--- src/rtl/fe_pkg.sv ---
package fe_pkg;
  localparam int unsigned NUM_MEM = 3;
  localparam int unsigned NUM_BUS = 2;

  typedef enum logic [2:0] {
    SEV_NONE = 3'd0,
    SEV_IRQ  = 3'd1,
    SEV_CPU  = 3'd2,
    SEV_SYS  = 3'd3,
    SEV_RCFG = 3'd4
  } sev_e;
endpackage

--- src/rtl/fe_classify.sv ---
module fe_classify
  import fe_pkg::*;
(
  input  logic [NUM_MEM-1:0] mem_sbe_i,
  input  logic               cpu_mismatch_i,
  input  logic               wdog_expire_i,
  input  logic               ocm_dbe_i,
  input  logic [NUM_BUS-1:0] bus_err_i,
  input  logic               cfg_crc_fail_i,
  input  logic               prog_dbe_i,
  input  logic               ext_dbe_i,
  output sev_e               cls_o,
  output logic               cpu_seen_o,
  output logic               sys_seen_o
);
  logic irq_seen, rcfg_seen;

  assign irq_seen   = |mem_sbe_i;
  assign cpu_seen_o = cpu_mismatch_i | wdog_expire_i | ocm_dbe_i;
  assign sys_seen_o = |bus_err_i;
  assign rcfg_seen  = cfg_crc_fail_i | prog_dbe_i | ext_dbe_i;

  always_comb begin
    if (rcfg_seen)       cls_o = SEV_RCFG;
    else if (sys_seen_o) cls_o = SEV_SYS;
    else if (cpu_seen_o) cls_o = SEV_CPU;
    else if (irq_seen)   cls_o = SEV_IRQ;
    else                 cls_o = SEV_NONE;
  end
endmodule

--- src/rtl/fe_esc_counter.sv ---
module fe_esc_counter #(
  parameter int unsigned LIMIT = 4,
  parameter int unsigned QUIET = 64
) (
  input  logic clk_i,
  input  logic rst_ni,
  input  logic class_seen_i,
  input  logic inc_i,
  input  logic clr_i,
  output logic full_o
);
  localparam int unsigned CW = $clog2(LIMIT + 1);
  localparam int unsigned QW = (QUIET > 2) ? $clog2(QUIET) : 1;

  logic [CW-1:0] cnt_q;
  logic [QW-1:0] quiet_q;
  logic          quiet_done;

  assign quiet_done = !class_seen_i && !inc_i && (quiet_q == QW'(QUIET - 1));
  assign full_o     = (cnt_q == CW'(LIMIT));

  always_ff @(posedge clk_i or negedge rst_ni) begin
    if (!rst_ni) begin
      cnt_q   <= '0;
      quiet_q <= '0;
    end else begin
      if (class_seen_i || inc_i || quiet_done) quiet_q <= '0;
      else                                     quiet_q <= quiet_q + 1'b1;
      if (clr_i || quiet_done) cnt_q <= '0;
      else if (inc_i)          cnt_q <= cnt_q + 1'b1;
    end
  end
endmodule

--- src/rtl/fe_ack_tracker.sv ---
module fe_ack_tracker #(
  parameter int unsigned TIMEOUT = 16
) (
  input  logic clk_i,
  input  logic rst_ni,
  input  logic start_i,
  input  logic ack_i,
  output logic busy_o,
  output logic done_o
);
  localparam int unsigned TW = (TIMEOUT > 2) ? $clog2(TIMEOUT) : 1;

  logic [TW-1:0] tmo_q;
  logic          busy_q;

  assign busy_o = busy_q;
  assign done_o = busy_q && (ack_i || tmo_q == TW'(TIMEOUT - 1));

  always_ff @(posedge clk_i or negedge rst_ni) begin
    if (!rst_ni) begin
      busy_q <= 1'b0;
      tmo_q  <= '0;
    end else if (start_i) begin
      busy_q <= 1'b1;
      tmo_q  <= '0;
    end else if (done_o) begin
      busy_q <= 1'b0;
      tmo_q  <= '0;
    end else if (busy_q) begin
      tmo_q  <= tmo_q + 1'b1;
    end
  end
endmodule

--- src/rtl/fault_escalation_ctrl.sv ---
module fault_escalation_ctrl
  import fe_pkg::*;
#(
  parameter int unsigned CPU_LIMIT    = 4,
  parameter int unsigned SYS_LIMIT    = 4,
  parameter int unsigned QUIET_CYCLES = 64,
  parameter int unsigned ACK_TIMEOUT  = 16
) (
  input  logic               clk_i,
  input  logic               rst_ni,
  input  logic [NUM_MEM-1:0] mem_sbe_i,
  input  logic               cpu_mismatch_i,
  input  logic               wdog_expire_i,
  input  logic               ocm_dbe_i,
  input  logic [NUM_BUS-1:0] bus_err_i,
  input  logic               cfg_crc_fail_i,
  input  logic               prog_dbe_i,
  input  logic               ext_dbe_i,
  input  logic               ack_i,
  output logic               cpu_irq_o,
  output logic               cpu_rst_o,
  output logic               sys_rst_o,
  output logic               reconfig_o,
  output logic [2:0]         level_o
);
  sev_e cls, act, level_q;
  logic cpu_seen, sys_seen, cpu_full, sys_full;
  logic busy, done, accept;
  logic cpu_inc, cpu_clr, sys_inc, sys_clr;
  logic [3:0] pulse_q;

  fe_classify u_cls (
    .mem_sbe_i      (mem_sbe_i),
    .cpu_mismatch_i (cpu_mismatch_i),
    .wdog_expire_i  (wdog_expire_i),
    .ocm_dbe_i      (ocm_dbe_i),
    .bus_err_i      (bus_err_i),
    .cfg_crc_fail_i (cfg_crc_fail_i),
    .prog_dbe_i     (prog_dbe_i),
    .ext_dbe_i      (ext_dbe_i),
    .cls_o          (cls),
    .cpu_seen_o     (cpu_seen),
    .sys_seen_o     (sys_seen)
  );

  fe_esc_counter #(.LIMIT(CPU_LIMIT), .QUIET(QUIET_CYCLES)) u_cpu_cnt (
    .clk_i        (clk_i),
    .rst_ni       (rst_ni),
    .class_seen_i (cpu_seen),
    .inc_i        (cpu_inc),
    .clr_i        (cpu_clr),
    .full_o       (cpu_full)
  );

  fe_esc_counter #(.LIMIT(SYS_LIMIT), .QUIET(QUIET_CYCLES)) u_sys_cnt (
    .clk_i        (clk_i),
    .rst_ni       (rst_ni),
    .class_seen_i (sys_seen),
    .inc_i        (sys_inc),
    .clr_i        (sys_clr),
    .full_o       (sys_full)
  );

  fe_ack_tracker #(.TIMEOUT(ACK_TIMEOUT)) u_ack (
    .clk_i   (clk_i),
    .rst_ni  (rst_ni),
    .start_i (accept),
    .ack_i   (ack_i),
    .busy_o  (busy),
    .done_o  (done)
  );

  assign accept = !busy && (cls != SEV_NONE);

  // escalation chain: cpu -> sys -> reconfig, each gated by its full count
  always_comb begin
    act     = cls;
    cpu_clr = 1'b0;
    sys_clr = 1'b0;
    if (act == SEV_CPU && cpu_full) begin
      act     = SEV_SYS;
      cpu_clr = 1'b1;
    end
    if (act == SEV_SYS && sys_full) act = SEV_RCFG;
    if (act == SEV_RCFG) begin
      cpu_clr = 1'b1;
      sys_clr = 1'b1;
    end
    cpu_inc = (act == SEV_CPU);
    sys_inc = (act == SEV_SYS);
    if (!accept) begin
      cpu_clr = 1'b0;
      sys_clr = 1'b0;
      cpu_inc = 1'b0;
      sys_inc = 1'b0;
    end
  end

  always_ff @(posedge clk_i or negedge rst_ni) begin
    if (!rst_ni) begin
      level_q <= SEV_NONE;
      pulse_q <= '0;
    end else begin
      pulse_q <= '0;
      if (accept) begin
        level_q <= act;
        pulse_q <= 4'(1 << (act - 1));
      end else if (done) begin
        level_q <= SEV_NONE;
      end
    end
  end

  assign cpu_irq_o  = pulse_q[0];
  assign cpu_rst_o  = pulse_q[1];
  assign sys_rst_o  = pulse_q[2];
  assign reconfig_o = pulse_q[3];
  assign level_o    = level_q;
endmodule

--- config.mk ---
export PLATFORM = sky130hd
export DESIGN_NAME = fault_escalation_ctrl
export DESIGN_NICKNAME = d
export VERILOG_FILES = /design/src/rtl/fe_pkg.sv /design/src/rtl/fe_classify.sv /design/src/rtl/fe_esc_counter.sv /design/src/rtl/fe_ack_tracker.sv /design/src/rtl/fault_escalation_ctrl.sv
export SDC_FILE = /design/constraint.sdc
export NUM_CORES = 1
export LEC_CHECK = 0
export BUFFER_PORTS_ARGS = -buffer_cell sky130_fd_sc_hd__clkbuf_2
export CAP_MARGIN = 20
export CORE_MARGIN = 8
export CORE_UTILIZATION = 50
export DETAILED_ROUTE_END_ITERATION = 7
export GPL_ROUTABILITY_DRIVEN = 0
export GPL_TIMING_DRIVEN = 0
export PLACE_DENSITY_LB_ADDON = 0.1
export SLEW_MARGIN = 20
export SYNTH_ARGS = -nofsm -noshare
export SYNTH_HDL_FRONTEND = slang
export SYNTH_SLANG_ARGS = --single-unit
--- constraint.sdc ---
create_clock -name clk_i -period 2.2 [get_ports clk_i]
set_input_delay 0.22 -clock clk_i [delete_from_list [all_inputs] [get_ports clk_i]]
set_output_delay 0.22 -clock clk_i [all_outputs]
set_load 0.01 [all_outputs]
# Word level (Yosys, flattened, before mapping)

Index checks and enable logic that the tools add are counted.
Widths: inputs -> output; s select.

Register bits: 30

Add/sub/neg operators: 6
Equal/unequal tests: 10
Shifts and indexed selects: 1
Multiplexer cells: 27
Bitwise operators: 4
Reduce and logical (&&, ||, !) cells: 27

Operator list:

| operator             | number |
|---|---|
| $mux 3               | 11 |
| $shl 1x32->4 const A | 1 |
| $mux 4               | 4 |
| $add 6x1->6 const B  | 2 |
| $eq 3x2->1 const B   | 4 |
| $eq 6x6->1 const B   | 2 |
| $mux 6               | 2 |
| $mux 1               | 10 |
| $eq 3x3->1 const B   | 3 |
| $logic_and 1x1->1    | 8 |
| $logic_or 1x1->1     | 7 |
| $add 3x1->3 const B  | 2 |
| $reduce_bool 2->1    | 3 |
| $reduce_bool 3->1    | 2 |
| $logic_not 1->1      | 5 |
| $add 4x1->4 const B  | 1 |
| $eq 4x4->1 const B   | 1 |
| $or 1x1->1           | 4 |
| $sub 3x1->4 const B  | 1 |
| $reduce_or 3->1      | 1 |
| $reduce_or 2->1      | 1 |

# Longest topological paths before layout

Word-level depth: 18
Depth in mapped cells: 11

# Modules after synthesis

Synthesis repeated with hierarchy kept, for this count alone.

Cells, all modules: 169
Area, all modules: 1680.4 um^2

Modules (own cells, without submodules):

| module                | instances | cells each | area an instance (um^2) |
|---|---|---|---|
| fe_esc_counter        | 2         | 44         | 445.4 |
| fault_escalation_ctrl | 1         | 47         | 484.2 |
| fe_ack_tracker        | 1         | 25         | 247.7 |
| fe_classify           | 1         | 9          | 57.6 |

# Least setup slack after synthesis

OpenSTA, ideal clock, no wires.

Path kind: reg2reg
Start point: register u_cpu_cnt.cnt_q[0]
End point: register u_sys_cnt.cnt_q[2]
Data arrival time: 2.033 ns
Data required time: 2.106 ns
Slack: 0.073 ns
Stages on the path, launching flop included: 11
Buffers on the path: 0
Clock period less this slack: 2.127 ns
Path through: dfrtp_1 -> inv_1 -> ha_1 -> o311ai_0 -> a22o_1 -> a21oi_1 -> ha_1 -> nand2b_1 -> a31o_2 -> a211o_1 -> a211oi_1

Longest elaborated chain between the ends: 13
Elaborated cells on any way between the ends: 17
Classes of those cells: 4 x eq/ne; 6 x mux; 7 x reduce/logical

Ends and longest elaborated chain:

| item                                               | RTL line                    | RTL |
|---|---|---|
| start, declared                                    | fe_esc_counter.sv:15        | `logic [CW-1:0] cnt_q;` |
| start signal, assigned                             | fe_esc_counter.sv:30        | `else if (inc_i) cnt_q <= cnt_q + 1'b1;` |
| $eq 3x3->1 (*)                                     | fe_esc_counter.sv:20        | `assign full_o = (cnt_q == CW'(LIMIT));` |
| $logic_and 1x1->1 (*)                              | fault_escalation_ctrl.sv:80 | `if (act == SEV_CPU && cpu_full) begin` |
| $mux 3 (*)                                         | fault_escalation_ctrl.sv:80 |  |
| $eq 3x2->1                                         | fault_escalation_ctrl.sv:84 | `if (act == SEV_SYS && sys_full) act = SEV_RCFG;` |
| $logic_and 1x1->1                                  | fault_escalation_ctrl.sv:84 |  |
| $mux 3 (*)                                         | fault_escalation_ctrl.sv:84 |  |
| $eq 3x2->1                                         | fault_escalation_ctrl.sv:90 | `sys_inc = (act == SEV_SYS);` |
| $mux 1                                             | fault_escalation_ctrl.sv:91 | `if (!accept) begin` |
| $logic_not 1->1                                    | fe_esc_counter.sv:19        | `assign quiet_done = !class_seen_i && !inc_i && (quiet_q == QW'(QUIET - 1));` |
| $logic_and 1x1->1 (2 in series)                    | fe_esc_counter.sv:19        |  |
| $logic_or 1x1->1                                   | fe_esc_counter.sv:29        | `if (clr_i \|\| quiet_done) cnt_q <= '0;` |
| $mux 3 / $reduce_bool 2->1 (equally long branches) | --                          |  |
| end signal, assigned                               | fe_esc_counter.sv:30        |  |
| end, declared                                      | fe_esc_counter.sv:15        |  |

Mark *: on every way between the ends. The rest lies on a longest branch, timed or not.
A chain may end at the register's enable or synchronous reset.

# Worst setup path in the final report

Start point: input ocm_dbe_i
End point: register u_sys_cnt.cnt_q[2]

Longest elaborated chain between the ends: 17
Elaborated cells on any way between the ends: 23
Classes of those cells: 4 x eq/ne; 9 x mux; 1 x bitwise; 9 x reduce/logical

Ends and longest elaborated chain:

| item                                               | RTL line                    | RTL |
|---|---|---|
| start, declared                                    | fault_escalation_ctrl.sv:14 | `input logic ocm_dbe_i,` |
| $or 1x1->1 (*)                                     | fe_classify.sv:19           | `assign cpu_seen_o = cpu_mismatch_i \| wdog_expire_i \| ocm_dbe_i;` |
| $mux 3 (*)                                         | fe_classify.sv:26           | `else if (cpu_seen_o) cls_o = SEV_CPU;` |
| $mux 3 (*)                                         | fe_classify.sv:25           | `else if (sys_seen_o) cls_o = SEV_SYS;` |
| $mux 3 (*)                                         | fe_classify.sv:24           | `if (rcfg_seen) cls_o = SEV_RCFG;` |
| $eq 3x2->1                                         | fault_escalation_ctrl.sv:80 |  |
| $logic_and 1x1->1                                  | fault_escalation_ctrl.sv:80 |  |
| $mux 3                                             | fault_escalation_ctrl.sv:80 |  |
| $eq 3x2->1                                         | fault_escalation_ctrl.sv:84 |  |
| $logic_and 1x1->1                                  | fault_escalation_ctrl.sv:84 |  |
| $mux 3                                             | fault_escalation_ctrl.sv:84 |  |
| $eq 3x2->1                                         | fault_escalation_ctrl.sv:90 |  |
| $mux 1                                             | fault_escalation_ctrl.sv:91 |  |
| $logic_not 1->1                                    | fe_esc_counter.sv:19        |  |
| $logic_and 1x1->1 (2 in series)                    | fe_esc_counter.sv:19        |  |
| $logic_or 1x1->1                                   | fe_esc_counter.sv:29        |  |
| $mux 3 / $reduce_bool 2->1 (equally long branches) | --                          |  |

Marks and branches as above.

==> results.md <==
- Final worst slack: -0.0959 ns
- Area used by multi-input combinational logic: around 900 µm²
- Failing checks: setup timing
- Num CTS Buffers: 5
- Grt total ovfl: 0
- Unique masters post-synth: 41
- Tmin final: 2.30 ns
- IO buf count: 20
- CP Class: input port to flop
- Flip-flop and latch area: about 750 µm²
- Routed length per placed instance: 16.2 µm
- Max Root-Sink Buffers: 2
- Clock skew: about 0.015 ns
- Synth Net Count: ~180
- DP Area: 1750 µm²
- Worst Max-Slew Pin Slew: 0.738 ns
- Core area: between 3000 and 4000 µm²
- Vias in the first global route: approximately 1400
- WP data required: 2.46 ns
- Most common cell after layout, fill and taps aside: dfrtp_1
- Share of layout cells above drive strength 1: between 20% and 30%
- DRC Markers: 0
- Via count: between 1000 and 1500
- Placed cells: 222
- Yosys reg bits: 30
- Final period utilization: 104%
- Final Hold Fails: 0
- Status: finished with violations
- Arrival time worst endpoint: around 2.6 ns
- PwrDens: between 600 and 700 nW/µm²
- Largest net degree at the start of global routing: 31
- First-pass GRT wire length: 6240 µm
- Die Ht: 72.4 µm
- Max FO, Critical Path: 10
- CTS Sinks: 30
- Syn_area_per_cell: between 10 and 15 µm²
- Non-Filler Instances: 240
- Initial antenna violation count: 0
- Final non-filler cell area: 1980 µm²
- Overall die width: 72.4 µm
- Clk_lat worst skew: about 0.34 ns
- Ys Warns: 0
- Max frequency: around 440 MHz
- Final setup vio count: 7
- Num rows: 20
- RR Startpoint: u_cpu_cnt.cnt_q[0]
- Worst setup SP type: input port
- Worst Setup End Kind: flop
- Fillers: between 200 and 300
- CTS H-tree lvls: 2
- Worst hold path startpoint: ack_i
- Synthesized area: between 1500 and 2000 µm²
- Drt via density: roughly 5.6
- WL final: roughly 3900 µm
- Fin nets: 220
- Cell leakage power: roughly 0.89 nW
- Total Routing Usage GR: between 15 and 20%
- CTS clk-pin slew, worst paths: 0.10 ns
- Antenna fix cells: 0
- Mapped Cells: 158
- CTS tree: done
- DRT iter0 DRCs: just over 90
- DRT Pass-1 Iters: 4
- Clk Tree Root Cell: clkbuf_4
- Final ANT Viol Nets: 0
- Commonest non-fill, non-tap cells in the layout: 30 x dfrtp_1, 20 x clkbuf_2, 10 x nor2_1, 10 x nand3_1, 10 x buf_4
- Final-report max-slew violation count: 0
- Top Ports: 21
- Hold Path Class: input port to flop
- Worst slew margin: ~51%
- Sequential share of the synthesized area: between 40% and 50%
- Max cap viols: 0
- RSZ-0062 raised after global routing: true
- Post-DP HPWL: ~2600 µm
- Syn-to-layout area delta: 24.5%
- Initial Util: a little over half
- VDD IR max: 0.372 mV
- Full die area: between 5000 and 6000 µm²
- Critical Path Source: ocm_dbe_i
[sequential cells by signal, summed over array words and instances (netlist names)]
name,flops
level_o,3
pulse_q,4
u_ack.busy_o,1
u_ack.tmo_q,4
u_cpu_cnt.cnt_q,3
u_cpu_cnt.quiet_q,6
u_sys_cnt.cnt_q,3
u_sys_cnt.quiet_q,6
[stage by stage]
stage / total power [mW] / util [%] / worst slack, ns / hold WS (ns) / setup TNS [ns]
after floorplan: 0.798 / - / 0.0733 / -0.0756 / 0
after global placement: 0.892 / 57.6 / -0.382 / 0.306 / -4.58
after detailed placement: 0.896 / 57.6 / -0.475 / 0.319 / -5.92
after CTS: 1.23 / 63.1 / -0.0221 / 0.199 / -0.0304
after global routing: 1.32 / 65.4 / -0.191 / 0.231 / -1.15
final: 1.25 / 65.4 / -0.0959 / 0.203 / -0.134
[timing repair]
| item | in CTS | in global routing |
|---|---|---|
| endpoints found under the hold margin | 30 | 0 |
| setup buffers | 7 | 3 |
| resized for setup | 13 | 9 |
| pin swaps | 6 | 8 |
| endpoints found under the setup margin | 16 | 15 |
| hold buffers | 1 | 0 |
[synthesized netlist by cell type]
cell	number	area share, %
o211a_1	1	0.63
and3b_1	1	0.55
dfrtp_1	30	47
xor2_1	3	1.7
ha_1	10	7.9
and2_1	1	0.39
nor2b_1	1	0.39
o21ai_1	1	0.31
o311ai_0	1	0.55
a32o_1	1	0.63
clkbuf_1	2	0.47
nand4_1	4	1.6
xnor2_1	6	3.3
and3_1	5	2.0
a2bb2oi_1	1	0.55
mux2i_1	1	0.63
o31ai_1	2	0.94
a211oi_1	2	0.94
nor3_1	9	2.8
nor4_1	3	1.2
nor2_1	10	2.4
a31o_2	1	0.55
o21ai_0	6	1.9
or2_2	1	0.39
and2_2	1	0.47
inv_1	9	2.1
or4_4	1	0.71
a41oi_1	1	0.55
or3_4	1	0.71
a21oi_1	6	1.9
or3_1	2	0.79
a31oi_1	3	1.2
o2bb2ai_1	1	0.55
a22o_1	4	2.2
nand2_1	7	1.7
o211ai_1	4	1.9
nor3b_1	2	0.94
or4_1	1	0.47
nand3_1	10	3.1
a211o_1	1	0.55
nand2b_1	1	0.39
[cells by family after synthesis]
logic type | Yosys count | share of synthesized area, %
muxes | 1 | 0.629
xor gates and xnor gates | 9 | 4.96
AOI/OAI and AO/OA | 36 | 15.8
and+or+nand+nor | 61 | 20.9
adders and majority gates | 10 | 7.87
buffers and inverters | 11 | 2.60
DFF | 30 | 47.2
[power by group]
| part | leakage, nW | switching [mW] | internal [mW] | total, mW |
|---|---|---|---|---|
| registers | 0.410 | 0.0353 | 0.595 | 0.630 |
| logic | 0.444 | 0.181 | 0.125 | 0.306 |
| clock network | 0.0308 | 0.195 | 0.115 | 0.310 |
[per-layer routing]
layer,track usage (%),up-vias,part of all wire (%)
met3,6.47,6,6.7
met1,18.2,638,46
met5,0,-,0
li1,-,664,-
met2,23.8,37,46
met4,5.33,0,1.2
[critical path, cell delays in order]
cell	delay, ns
clkbuf_2	0.10
nor3_1	0.33
clkbuf_1	0.43
nand3_1	0.23
a21oi_4	0.29
ha_4	0.18
nand2b_4	0.06
a31o_4	0.22
a211o_1	0.25
a211oi_2	0.22
[final timing paths]
path	to	cells after the start	slack (ns)
min	u_ack.tmo_q[3]	4	0.20
min in group asynchronous	pulse_q[1]	2	0.46
min reg2reg	u_cpu_cnt.quiet_q[0]	1	0.46
max	u_sys_cnt.cnt_q[2]	10	-0.1
max reg2reg	u_sys_cnt.cnt_q[2]	11	-0.07
max in group asynchronous	u_ack.tmo_q[3]	2	1.25
[layout make-up]
type                            instances  share of cell area [%]
Buffer                                  2                   0.379
Clock inverter                          2                   0.506
Tap cell                               44                    2.78
Timing Repair Buffer                   31                    9.36
Inverter                                9                    1.71
Sequential cell                        30                    37.9
Clock buffer                            5                    1.90
Multi-Input combinational cell        117                    45.4
Power figures use the tool's default switching activity.
